File: config.mk
export PLATFORM = sky130hd
export DESIGN_NAME = tfs_tx_framer
export DESIGN_NICKNAME = d
export VERILOG_FILES = /design/src/rtl/tfs_pkg.sv /design/src/rtl/tfs_fs_classify.sv /design/src/rtl/tfs_elem_pick.sv /design/src/rtl/tfs_sticky_flag.sv /design/src/rtl/tfs_tx_framer.sv
export SDC_FILE = /design/constraint.sdc
export NUM_CORES = 1
export LEC_CHECK = 0
export BUFFER_PORTS_ARGS = -buffer_cell sky130_fd_sc_hd__buf_2
export CAP_MARGIN = 5
export CORE_MARGIN = 5
export CORE_UTILIZATION = 50
export DETAILED_ROUTE_END_ITERATION = 6
export PLACE_DENSITY = 0.77
export SYNTH_ARGS = -nofsm -noshare
export SYNTH_HDL_FRONTEND = slang
export SYNTH_HIERARCHICAL = 1
export SYNTH_SLANG_ARGS = --single-unit
File: constraint.sdc
create_clock -name clk -period 1.9 [get_ports clk]
set_input_delay 0.19 -clock clk [delete_from_list [all_inputs] [get_ports clk]]
set_output_delay 0.19 -clock clk [all_outputs]
set_load 0.02 [all_outputs]
File: src/rtl/tfs_pkg.sv
package tfs_pkg;

    typedef enum logic [1:0] {
        ST_IDLE  = 2'd0,
        ST_WAIT  = 2'd1,
        ST_SHIFT = 2'd2
    } tfs_state_e;

    typedef enum logic [1:0] {
        FS_NONE  = 2'd0,
        FS_START = 2'd1,
        FS_SKIP  = 2'd2,
        FS_ABORT = 2'd3
    } tfs_fs_kind_e;

endpackage

File: src/rtl/tfs_fs_classify.sv
module tfs_fs_classify
    import tfs_pkg::*;
(
    input  logic         fs_seen,
    input  logic         frame_busy,
    input  logic         skip_early,
    output tfs_fs_kind_e kind
);

    always_comb begin
        if (!fs_seen) begin
            kind = FS_NONE;
        end else if (!frame_busy) begin
            kind = FS_START;
        end else if (skip_early) begin
            kind = FS_SKIP;
        end else begin
            kind = FS_ABORT;
        end
    end

endmodule

File: src/rtl/tfs_elem_pick.sv
module tfs_elem_pick #(
    parameter int W = 8
) (
    input  logic         start,
    input  logic         hold_valid,
    input  logic [W-1:0] hold_data,
    input  logic [W-1:0] cur_elem,
    output logic [W-1:0] elem,
    output logic         from_hold,
    output logic         starve
);

    // a start takes the holding register when it is full, otherwise the
    // element already on record is used again
    always_comb begin
        from_hold = start && hold_valid;
        starve    = start && !hold_valid;
        elem      = from_hold ? hold_data : cur_elem;
    end

endmodule

File: src/rtl/tfs_sticky_flag.sv
module tfs_sticky_flag (
    input  logic clk,
    input  logic rst_n,
    input  logic set,
    input  logic clr,
    output logic flag
);

    logic flag_d, flag_q;

    always_comb begin
        flag_d = flag_q;
        if (clr) begin
            flag_d = 1'b0;
        end
        if (set) begin
            flag_d = 1'b1;
        end
    end

    always_ff @(posedge clk) begin
        if (!rst_n) begin
            flag_q <= 1'b0;
        end else begin
            flag_q <= flag_d;
        end
    end

    assign flag = flag_q;

endmodule

File: src/rtl/tfs_tx_framer.sv
module tfs_tx_framer
    import tfs_pkg::*;
#(
    parameter int   W        = 8,
    parameter int   MAX_DLY  = 2,
    parameter logic IDLE_LVL = 1'b0
) (
    input  logic                                       clk,
    input  logic                                       rst_n,
    input  logic                                       fs_in,
    input  logic                                       skip_early,
    input  logic [((MAX_DLY < 1) ? 1 : $clog2(MAX_DLY + 1))-1:0] data_delay,
    input  logic                                       hold_valid,
    input  logic [W-1:0]                               hold_data,
    input  logic                                       err_clear,
    output logic                                       tx_data,
    output logic                                       tx_busy,
    output logic                                       hold_release,
    output logic                                       sync_err,
    output logic                                       underflow
);

    localparam int DLY_W = (MAX_DLY < 1) ? 1 : $clog2(MAX_DLY + 1);
    localparam int CNT_W = (W < 2) ? 1 : $clog2(W);
    localparam logic [CNT_W-1:0] LAST_BIT = CNT_W'(W - 1);

    typedef struct packed {
        tfs_state_e       state;
        logic [DLY_W-1:0] dly;
        logic [CNT_W-1:0] bcnt;
        logic [W-1:0]     shreg;
        logic [W-1:0]     cur;
        logic             from_hold;
    } tfs_regs_t;

    localparam tfs_regs_t REGS_RST = '{
        state:     ST_IDLE,
        dly:       '0,
        bcnt:      '0,
        shreg:     '0,
        cur:       '0,
        from_hold: 1'b0
    };

    tfs_regs_t        r_d, r_q;
    tfs_fs_kind_e     fs_kind;
    logic [DLY_W-1:0] dly_eff;
    logic [W-1:0]     pick_elem;
    logic             pick_from_hold;
    logic             pick_starve;
    logic             start_now;
    logic             abort_now;
    logic             shifting;

    // delay codes above the supported maximum saturate
    generate
        if (MAX_DLY == (1 << DLY_W) - 1) begin : g_dly_full
            assign dly_eff = data_delay;
        end else begin : g_dly_clamp
            assign dly_eff = (data_delay > DLY_W'(MAX_DLY)) ? DLY_W'(MAX_DLY) : data_delay;
        end
    endgenerate

    assign tx_busy  = (r_q.state != ST_IDLE);
    assign shifting = (r_q.state == ST_SHIFT);

    tfs_fs_classify u_classify (
        .fs_seen    (fs_in),
        .frame_busy (tx_busy),
        .skip_early (skip_early),
        .kind       (fs_kind)
    );

    assign start_now = (fs_kind == FS_START);
    assign abort_now = (fs_kind == FS_ABORT);

    tfs_elem_pick #(.W(W)) u_pick (
        .start      (start_now),
        .hold_valid (hold_valid),
        .hold_data  (hold_data),
        .cur_elem   (r_q.cur),
        .elem       (pick_elem),
        .from_hold  (pick_from_hold),
        .starve     (pick_starve)
    );

    tfs_sticky_flag u_sync_flag (
        .clk   (clk),
        .rst_n (rst_n),
        .set   (abort_now),
        .clr   (err_clear),
        .flag  (sync_err)
    );

    tfs_sticky_flag u_unf_flag (
        .clk   (clk),
        .rst_n (rst_n),
        .set   (pick_starve),
        .clr   (err_clear),
        .flag  (underflow)
    );

    always_comb begin
        r_d = r_q;

        // free-running progress of the current frame
        case (r_q.state)
            ST_WAIT: begin
                if (r_q.dly == '0) begin
                    r_d.state = ST_SHIFT;
                    r_d.shreg = r_q.cur;
                    r_d.bcnt  = '0;
                end else begin
                    r_d.dly = r_q.dly - 1'b1;
                end
            end
            ST_SHIFT: begin
                if (r_q.bcnt == LAST_BIT) begin
                    r_d.state = ST_IDLE;
                end else begin
                    r_d.shreg = {r_q.shreg[W-2:0], 1'b0};
                    r_d.bcnt  = r_q.bcnt + 1'b1;
                end
            end
            default: begin
            end
        endcase

        // a new frame takes a fresh element; an abort keeps the old one
        if (start_now) begin
            r_d.cur       = pick_elem;
            r_d.from_hold = pick_from_hold;
        end

        if (start_now || abort_now) begin
            if (dly_eff == '0) begin
                r_d.state = ST_SHIFT;
                r_d.shreg = pick_elem;
                r_d.bcnt  = '0;
            end else begin
                r_d.state = ST_WAIT;
                r_d.dly   = dly_eff - 1'b1;
            end
        end
    end

    always_ff @(posedge clk) begin
        if (!rst_n) begin
            r_q <= REGS_RST;
        end else begin
            r_q <= r_d;
        end
    end

    assign tx_data      = shifting ? r_q.shreg[W-1] : IDLE_LVL;
    assign hold_release = shifting && (r_q.bcnt == LAST_BIT) && r_q.from_hold;

endmodule

# [Word-level counts from Yosys, hierarchy flattened]
# Index checks and enable logic that the tools add are counted.
[word_totals] output_inout_bits=5 elab_cells=53 reg_bits=26
[classes] n_mux=21 reduce_logical=13 n_lt_le_gt_ge=1 n_addsub=3 n_eq_ne=7
[ops] cell="two-way mux 11 bit" count=3
[ops] cell="one-hot mux 11 bit (2 select lines)" count=1
[ops] cell="two-way mux 2 bit" count=9
[ops] cell="two-way mux 15 bit" count=1
[ops] cell="two-way mux 8 bit" count=1
[ops] cell="nonzero test 2 bit" count=3
[ops] cell="two-way mux 1 bit" count=5
[ops] cell="== test 2 x 1 -> 1 bit (second input constant)" count=2
[ops] cell="== test 2 bit (second input constant)" count=2
[ops] cell="logical AND 1 bit" count=4
[ops] cell="logical NOT 2 bit" count=2
[ops] cell="one-hot mux 2 bit (2 select lines)" count=1
[ops] cell="subtractor 2 x 1 -> 2 bit (second input constant)" count=2
[ops] cell="adder 3 x 1 -> 3 bit (second input constant)" count=1
[ops] cell="== test 3 bit (second input constant)" count=1
[ops] cell="!= test 3 x 1 -> 1 bit (second input constant)" count=1
[ops] cell="!= test 3 bit (second input constant)" count=1
[ops] cell="AND reduction 3 bit" count=1
[ops] cell="nonzero test 3 bit" count=1
[ops] cell="> comparator 2 bit (second input constant)" count=1
[ops] cell="logical NOT 1 bit" count=1
[ops] cell="logical OR 1 bit" count=1

# [Longest topological paths before layout]
[depth] word_depth=8 mapped_depth=12 mapped_depth_nobuf=10

# [Hierarchy]
# The synthesis kept the hierarchy.
[modules_own_cells] module="tfs_tx_framer" cells_each=143 instances=1 area_each_um2=1206.2
[modules_own_cells] module="tfs_elem_pick" cells_each=11 instances=1 area_each_um2=113.9
[modules_own_cells] module="tfs_sticky_flag" cells_each=3 instances=2 area_each_um2=41.3
[modules_own_cells] module="tfs_fs_classify" cells_each=2 instances=1 area_each_um2=17.5

# [Worst setup path before layout]
# OpenSTA, ideal clock, no wires.
[synth_timing] kind="flip-flop to flip-flop" from="register r_q[22] (netlist name)" to="register r_q[15] (netlist name)" path_slack_ps=-184 period_less_slack_ps=2084 path_buffers=2 arrival_ps=1959 setup_time_ps=125 required_ps=1775 path_stages_with_launch=13 path_cell_list="dfxtp_1 -> inv_1 -> ha_1 -> inv_1 -> a21boi_2 -> buf_4 -> nand2b_1 -> buf_2 -> inv_2 -> nand2_4 -> mux2_2 -> o21ai_0 -> a31oi_1"
[synth_between] elab_chain_len=8 word_cells_on_any_way=13 cone_classes="eq/ne: 4; mux: 6; reduce/logical: 3"
[synth_rtl] item="start: declaration" line_no="tfs_tx_framer.sv:45" text="tfs_regs_t r_d, r_q;"
[synth_rtl] item="start signal: assignment" line_no="tfs_tx_framer.sv:151" text="r_q <= r_d;"
[synth_rtl] item="nonzero test 2 bit" line_no="tfs_tx_framer.sv:64" text="assign tx_busy = (r_q.state != ST_IDLE);"
[synth_rtl] item="net tx_busy" line_no="tfs_tx_framer.sv:17" text="output logic tx_busy,"
[synth_rtl] item="two-way mux 2 bit" line_no="tfs_fs_classify.sv:13" text="end else if (!frame_busy) begin"
[synth_rtl] item="two-way mux 2 bit" line_no="tfs_fs_classify.sv:11" text="if (!fs_seen) begin"
[synth_rtl] item="net fs_kind[0]" line_no="tfs_tx_framer.sv:46" text="tfs_fs_kind_e fs_kind;"
[synth_rtl] item="== test 2 x 1 -> 1 bit" line_no="tfs_tx_framer.sv:74" text="assign start_now = (fs_kind == FS_START);"
[synth_rtl] item="net start_now" line_no="tfs_tx_framer.sv:51" text="logic start_now;"
[synth_rtl] item="logical AND 1 bit" line_no="tfs_elem_pick.sv:16" text="from_hold = start && hold_valid;"
[synth_rtl] item="two-way mux 8 bit" line_no="tfs_elem_pick.sv:18" text="elem = from_hold ? hold_data : cur_elem;"
[synth_rtl] item="net pick_elem[6]" line_no="tfs_tx_framer.sv:48" text="logic [W-1:0] pick_elem;"
[synth_rtl] item="two-way mux 11 bit" line_no="tfs_tx_framer.sv:136" text="if (dly_eff == '0) begin"
[synth_rtl] item="two-way mux 15 bit" line_no="tfs_tx_framer.sv:135" text="if (start_now || abort_now) begin"
# The timed path passes the listed nets, and every way through them passes these cells.
# A chain may end at the register's enable or synchronous reset.

# [Worst setup path in the final report]
[layout_timing] from="register r_q[22] (netlist name)" to="register r_q[16] (netlist name)"
[layout_between] elab_chain_len=8 word_cells_on_any_way=13 cone_classes="eq/ne: 4; mux: 6; reduce/logical: 3"
[layout_rtl] item="nonzero test 2 bit" line_no="tfs_tx_framer.sv:64"
[layout_rtl] item="two-way mux 2 bit" line_no="tfs_fs_classify.sv:13"
[layout_rtl] item="two-way mux 2 bit" line_no="tfs_fs_classify.sv:11"
[layout_rtl] item="net fs_kind[1]" line_no="tfs_tx_framer.sv:46"
[layout_rtl] item="== test 2 x 1 -> 1 bit" line_no="tfs_tx_framer.sv:74"
[layout_rtl] item="net start_now" line_no="tfs_tx_framer.sv:51"
[layout_rtl] item="logical AND 1 bit" line_no="tfs_elem_pick.sv:16"
[layout_rtl] item="two-way mux 8 bit" line_no="tfs_elem_pick.sv:18"
[layout_rtl] item="net pick_elem[7]" line_no="tfs_tx_framer.sv:48"
[layout_rtl] item="two-way mux 11 bit" line_no="tfs_tx_framer.sv:136"
[layout_rtl] item="two-way mux 15 bit" line_no="tfs_tx_framer.sv:135"
# The timed path passes the listed nets, and every way through them passes these cells.

==> results_tabular.tex <==
\begin{tabular}{lr}
\hline
Metric & Value \\
\hline
\multicolumn{2}{l}{\textbf{Run status}} \\
\quad Result of the run & finished clean \\
\multicolumn{2}{l}{\textbf{Logic synthesis}} \\
\quad Syn Std Cell Area & 1420 um\^{}2 \\
\quad Number of warnings reported in the yosys synthesis log & 6 \\
\quad Distinct cell type count after synthesis & 38 \\
\quad Largest cells by area after synthesis & dfxtp\_1 (37\%), mux2\_2 (6.3\%), nand2\_1 (6.1\%) \\
\quad Yosys top cell area share & 0.367 \\
\quad Number of synthesized flops with an enable pin & 0 \\
\quad Avg Cell Area, Syn & 8.77 um\^{}2 \\
\quad Post-synthesis sequential area ratio & 0.367 \\
\quad Cell taking the most area after synthesis & dfxtp\_1 \\
\quad Synth Instances & 162 \\
\quad Mapped Nets & 182 \\
\quad Post-synthesis async set-or-reset flop share & 0 \\
\quad Top\_reg\_cell synth & dfxtp\_1 \\
\quad FF+latch count, synth & 26 \\
\multicolumn{2}{l}{\textbf{STA}} \\
\quad Transition at the pin with the smallest max-transition slack & 0.353 ns \\
\quad Worst clock skew on the final layout & 0.0136 ns \\
\quad Period utilization & 0.938 \\
\quad Final-report setup violation count & 0 \\
\quad Maximum frequency from static timing analysis & 0.561 GHz \\
\quad Max-Slew Margin vs Limit & 0.765 \\
\quad Minimum period implied by the final worst setup slack & 1.78 ns \\
\quad Fin. max-slew vios & 0 \\
\quad Post-Route Setup TNS & 0 ns \\
\quad Final count of hold timing violations & 0 \\
\quad Min setup slack post-route & 0.118 ns \\
\multicolumn{2}{l}{\textbf{Setup path}} \\
\quad Reg-to-reg critical path endpoint & r\_q[16] \\
\quad Worst endpoint required time & 2.11 ns \\
\quad Critical path fanouts, max & 9 \\
\quad Reg2reg start & r\_q[22] \\
\quad Type of the worst setup path & register to register \\
\quad FF-to-FF path depth & 10 \\
\quad Nature of the critical path startpoint & register \\
\quad Critical path data arrival time & 1.99 ns \\
\quad Kind of capture point of the worst setup path & register \\
\quad Worst R2R Setup Slack & 0.12 ns \\
\multicolumn{2}{l}{\textbf{Final layout}} \\
\quad Fraction of final layout cells with drive strength greater than 1 & 0.302 \\
\quad \# diodes & 0 \\
\quad Total Nets Final & 200 \\
\quad Layout overhead on the synthesized area & 12.7\% \\
\quad Commonest non-fill, non-tap cells in the layout & dfxtp\_1 (24), nand2\_1 (23), buf\_2 (20) \\
\quad Most common cell after layout, fill and taps aside & dfxtp\_1 \\
\multicolumn{2}{l}{\textbf{Clock tree}} \\
\quad TritonCTS Buffers & 3 \\
\quad Root Buffer Master & clkbuf\_4 \\
\quad Clock latency of the later-clocked register in the worst-skew pair & 0.32 ns \\
\quad Clock tree sinks & 26 \\
\quad Clock tree from TritonCTS & done \\
\quad Deepest level of the CTS H-tree & 1 \\
\quad Maximum clock path buffer count & 2 \\
\quad Register clock-pin slew on the reported worst setup and hold paths & 0.13 ns \\
\multicolumn{2}{l}{\textbf{Route}} \\
\quad DR WL/cell & 15.4 um \\
\quad Via count & 1263 \\
\quad Average via count per standard cell & 6.01 \\
\quad \# DRC & 0 \\
\quad Count of TritonRoute iterations in the first routing pass & 4 \\
\quad Drt initial violations & 76 \\
\quad Final wirelength & 3240 um \\
\quad Antenna-violating nets left & 0 \\
\multicolumn{2}{l}{\textbf{Power}} \\
\quad Switching power as a share of total power & 0.263 \\
\quad Sequential cell fraction of total power & 0.493 \\
\quad Tot Pwr & 1.20 mW \\
\quad Peak supply drop & 0.653 mV \\
\quad Combinational group share of total power & 0.193 \\
\quad Power density normalized to cell area & 749 nW/um\^{}2 \\
\quad Psw & 0.315 mW \\
\quad Int Pwr & 0.882 mW \\
\quad Leakage Power & 0.632 nW \\
\quad Clock power frac & 0.314 \\
\multicolumn{2}{l}{\textbf{Floorplan}} \\
\quad Height of the die & 63.3 um \\
\quad Effective utilization at floorplan & 0.519 \\
\quad Cell Rows & 19 \\
\quad Floorplan Core Area & 2730 um\^{}2 \\
\quad Die area & 4010 um\^{}2 \\
\quad Width of the die & 63.3 um \\
\quad Boundary pin count & 21 \\
\multicolumn{2}{l}{\textbf{Placement}} \\
\quad Port-buffer cells & 20 \\
\quad Post-detailed-placement half-perimeter wirelength & 2430 um \\
\quad Post-Place Worst Slack & 0.0292 ns \\
\quad Placer's final routability congestion estimate & 0.888 \\
\multicolumn{2}{l}{\textbf{Job}} \\
\quad Maximum Capacitance Violations & 0 \\
\multicolumn{2}{l}{\textbf{Global routing}} \\
\quad Largest net degree at the start of global routing & 18 \\
\quad Total routing resource utilization after global routing & 0.164 \\
\quad Initial antenna violation count & 0 \\
\quad Number of global-route vias before repair & 1164 \\
\quad Global-route wire length before repair & 5490 um \\
\quad Total global routing overflow & 0 \\
\multicolumn{2}{l}{\textbf{Min path}} \\
\quad Min-Delay Path Depth & 3 \\
\quad Worst hold path type & primary input to register \\
\quad End point of the most critical hold path & r\_q[20] \\
\quad Origin of the worst min-delay path & data\_delay[1] \\
\hline
\end{tabular}
## timing repair
action                                  4_1_cts  5_1_grt
gates resized for setup                       2        5
endpoints found under the setup margin        1       17
hold buffers                                  0        0
cloned                                        0        0
buffers inserted                              0        1
pin swaps                                     0        0
## power by group through the flow
| stage | Sequential [mW] | Clock, mW | Combinational, mW |
|---|---|---|---|
| floorplan | 0.598 | 0 | 0.163 |
| global placement | 0.599 | 0 | 0.213 |
| detailed placement | 0.601 | 0 | 0.219 |
| CTS | 0.590 | 0.386 | 0.221 |
| global route | 0.594 | 0.409 | 0.257 |
| finish | 0.591 | 0.376 | 0.231 |
## sequential cells by signal (all words and copies together) (netlist names)
signal            cells
u_sync_flag/flag      1
r_q                  24
u_unf_flag/flag       1
## worst max-delay path: stages, from the launching register on
cell and delay (ns):
dfxtp_2 0.36, inv_1 0.06, ha_1 0.20, inv_2 0.07
and2_1 0.14, nand2b_4 0.14, inv_4 0.04, nand2_4 0.11
mux2_2 0.38, o21ai_2 0.13, a31oi_1 0.05
## routing by layer
layer  up-vias  part of all wire  GRT usage
met5         -                 0          0
met4         0            0.0099     0.0442
met3         4             0.064     0.0249
met2        53              0.48      0.262
met1       582              0.44      0.230
li1        624                 -          -
## worst max path at each step
| stage | start | to | slack (ns) | cells after the start |
|---|---|---|---|---|
| after floorplan | r_q[22] | r_q[14] | -0.006 | 12 |
| after global placement | r_q[22] | r_q[16] | 0.1 | 10 |
| after detailed placement | r_q[22] | r_q[12] | 0.03 | 10 |
| after CTS | r_q[22] | r_q[16] | 0.01 | 10 |
| after global routing | r_q[22] | r_q[15] | -0.02 | 10 |
| final | r_q[22] | r_q[16] | 0.12 | 10 |
## cell usage after synthesis (2+ instances only)
| master | count |
|---|---|
| dfxtp_1 | 26 |
| nand2_1 | 23 |
| a21oi_1 | 14 |
| o21ai_0 | 9 |
| o31ai_1 | 9 |
| a31oi_1 | 8 |
| mux2_2 | 8 |
| a32oi_1 | 7 |
| inv_1 | 7 |
| and2_1 | 5 |
| clkbuf_1 | 5 |
| o21a_1 | 5 |
| ha_1 | 4 |
| buf_2 | 3 |
| buf_6 | 2 |
| nand2b_1 | 2 |
| nor2b_4 | 2 |
| nor3b_1 | 2 |
| o21ai_2 | 2 |
## area by class of cell
class / instances / area (um^2)
flip-flops and latches: 26 / 523
inverters: 8 / 32.5
repair buffers: 24 / 130
clock inverters: 1 / 30.0
fillers: 223 / 1130
clock buffers: 3 / 22.5
well taps: 31 / 38.8
multi-input cells: 117 / 823
## per-stage QoR
stage	std cells	cell area [um^2]	utilization	hold slack, ns
floorplan	162	1430	-	0.307
global placement	205	1520	0.556	0.446
detailed placement	205	1520	0.556	0.457
CTS	209	1580	0.577	0.131
global route	210	1600	0.585	0.152
finish	210	1600	0.585	0.145
## cells by family (layout without fill, tap and decap cells)
kind of cell,Yosys count,count (layout),synth area share
compound gates,61,61,0.293
fa+ha+maj,4,4,0.0352
buf+inv,19,36,0.0661
flops,26,26,0.367
mux,8,8,0.0634
simple gates,44,44,0.176
Power figures use the tool's default switching activity.
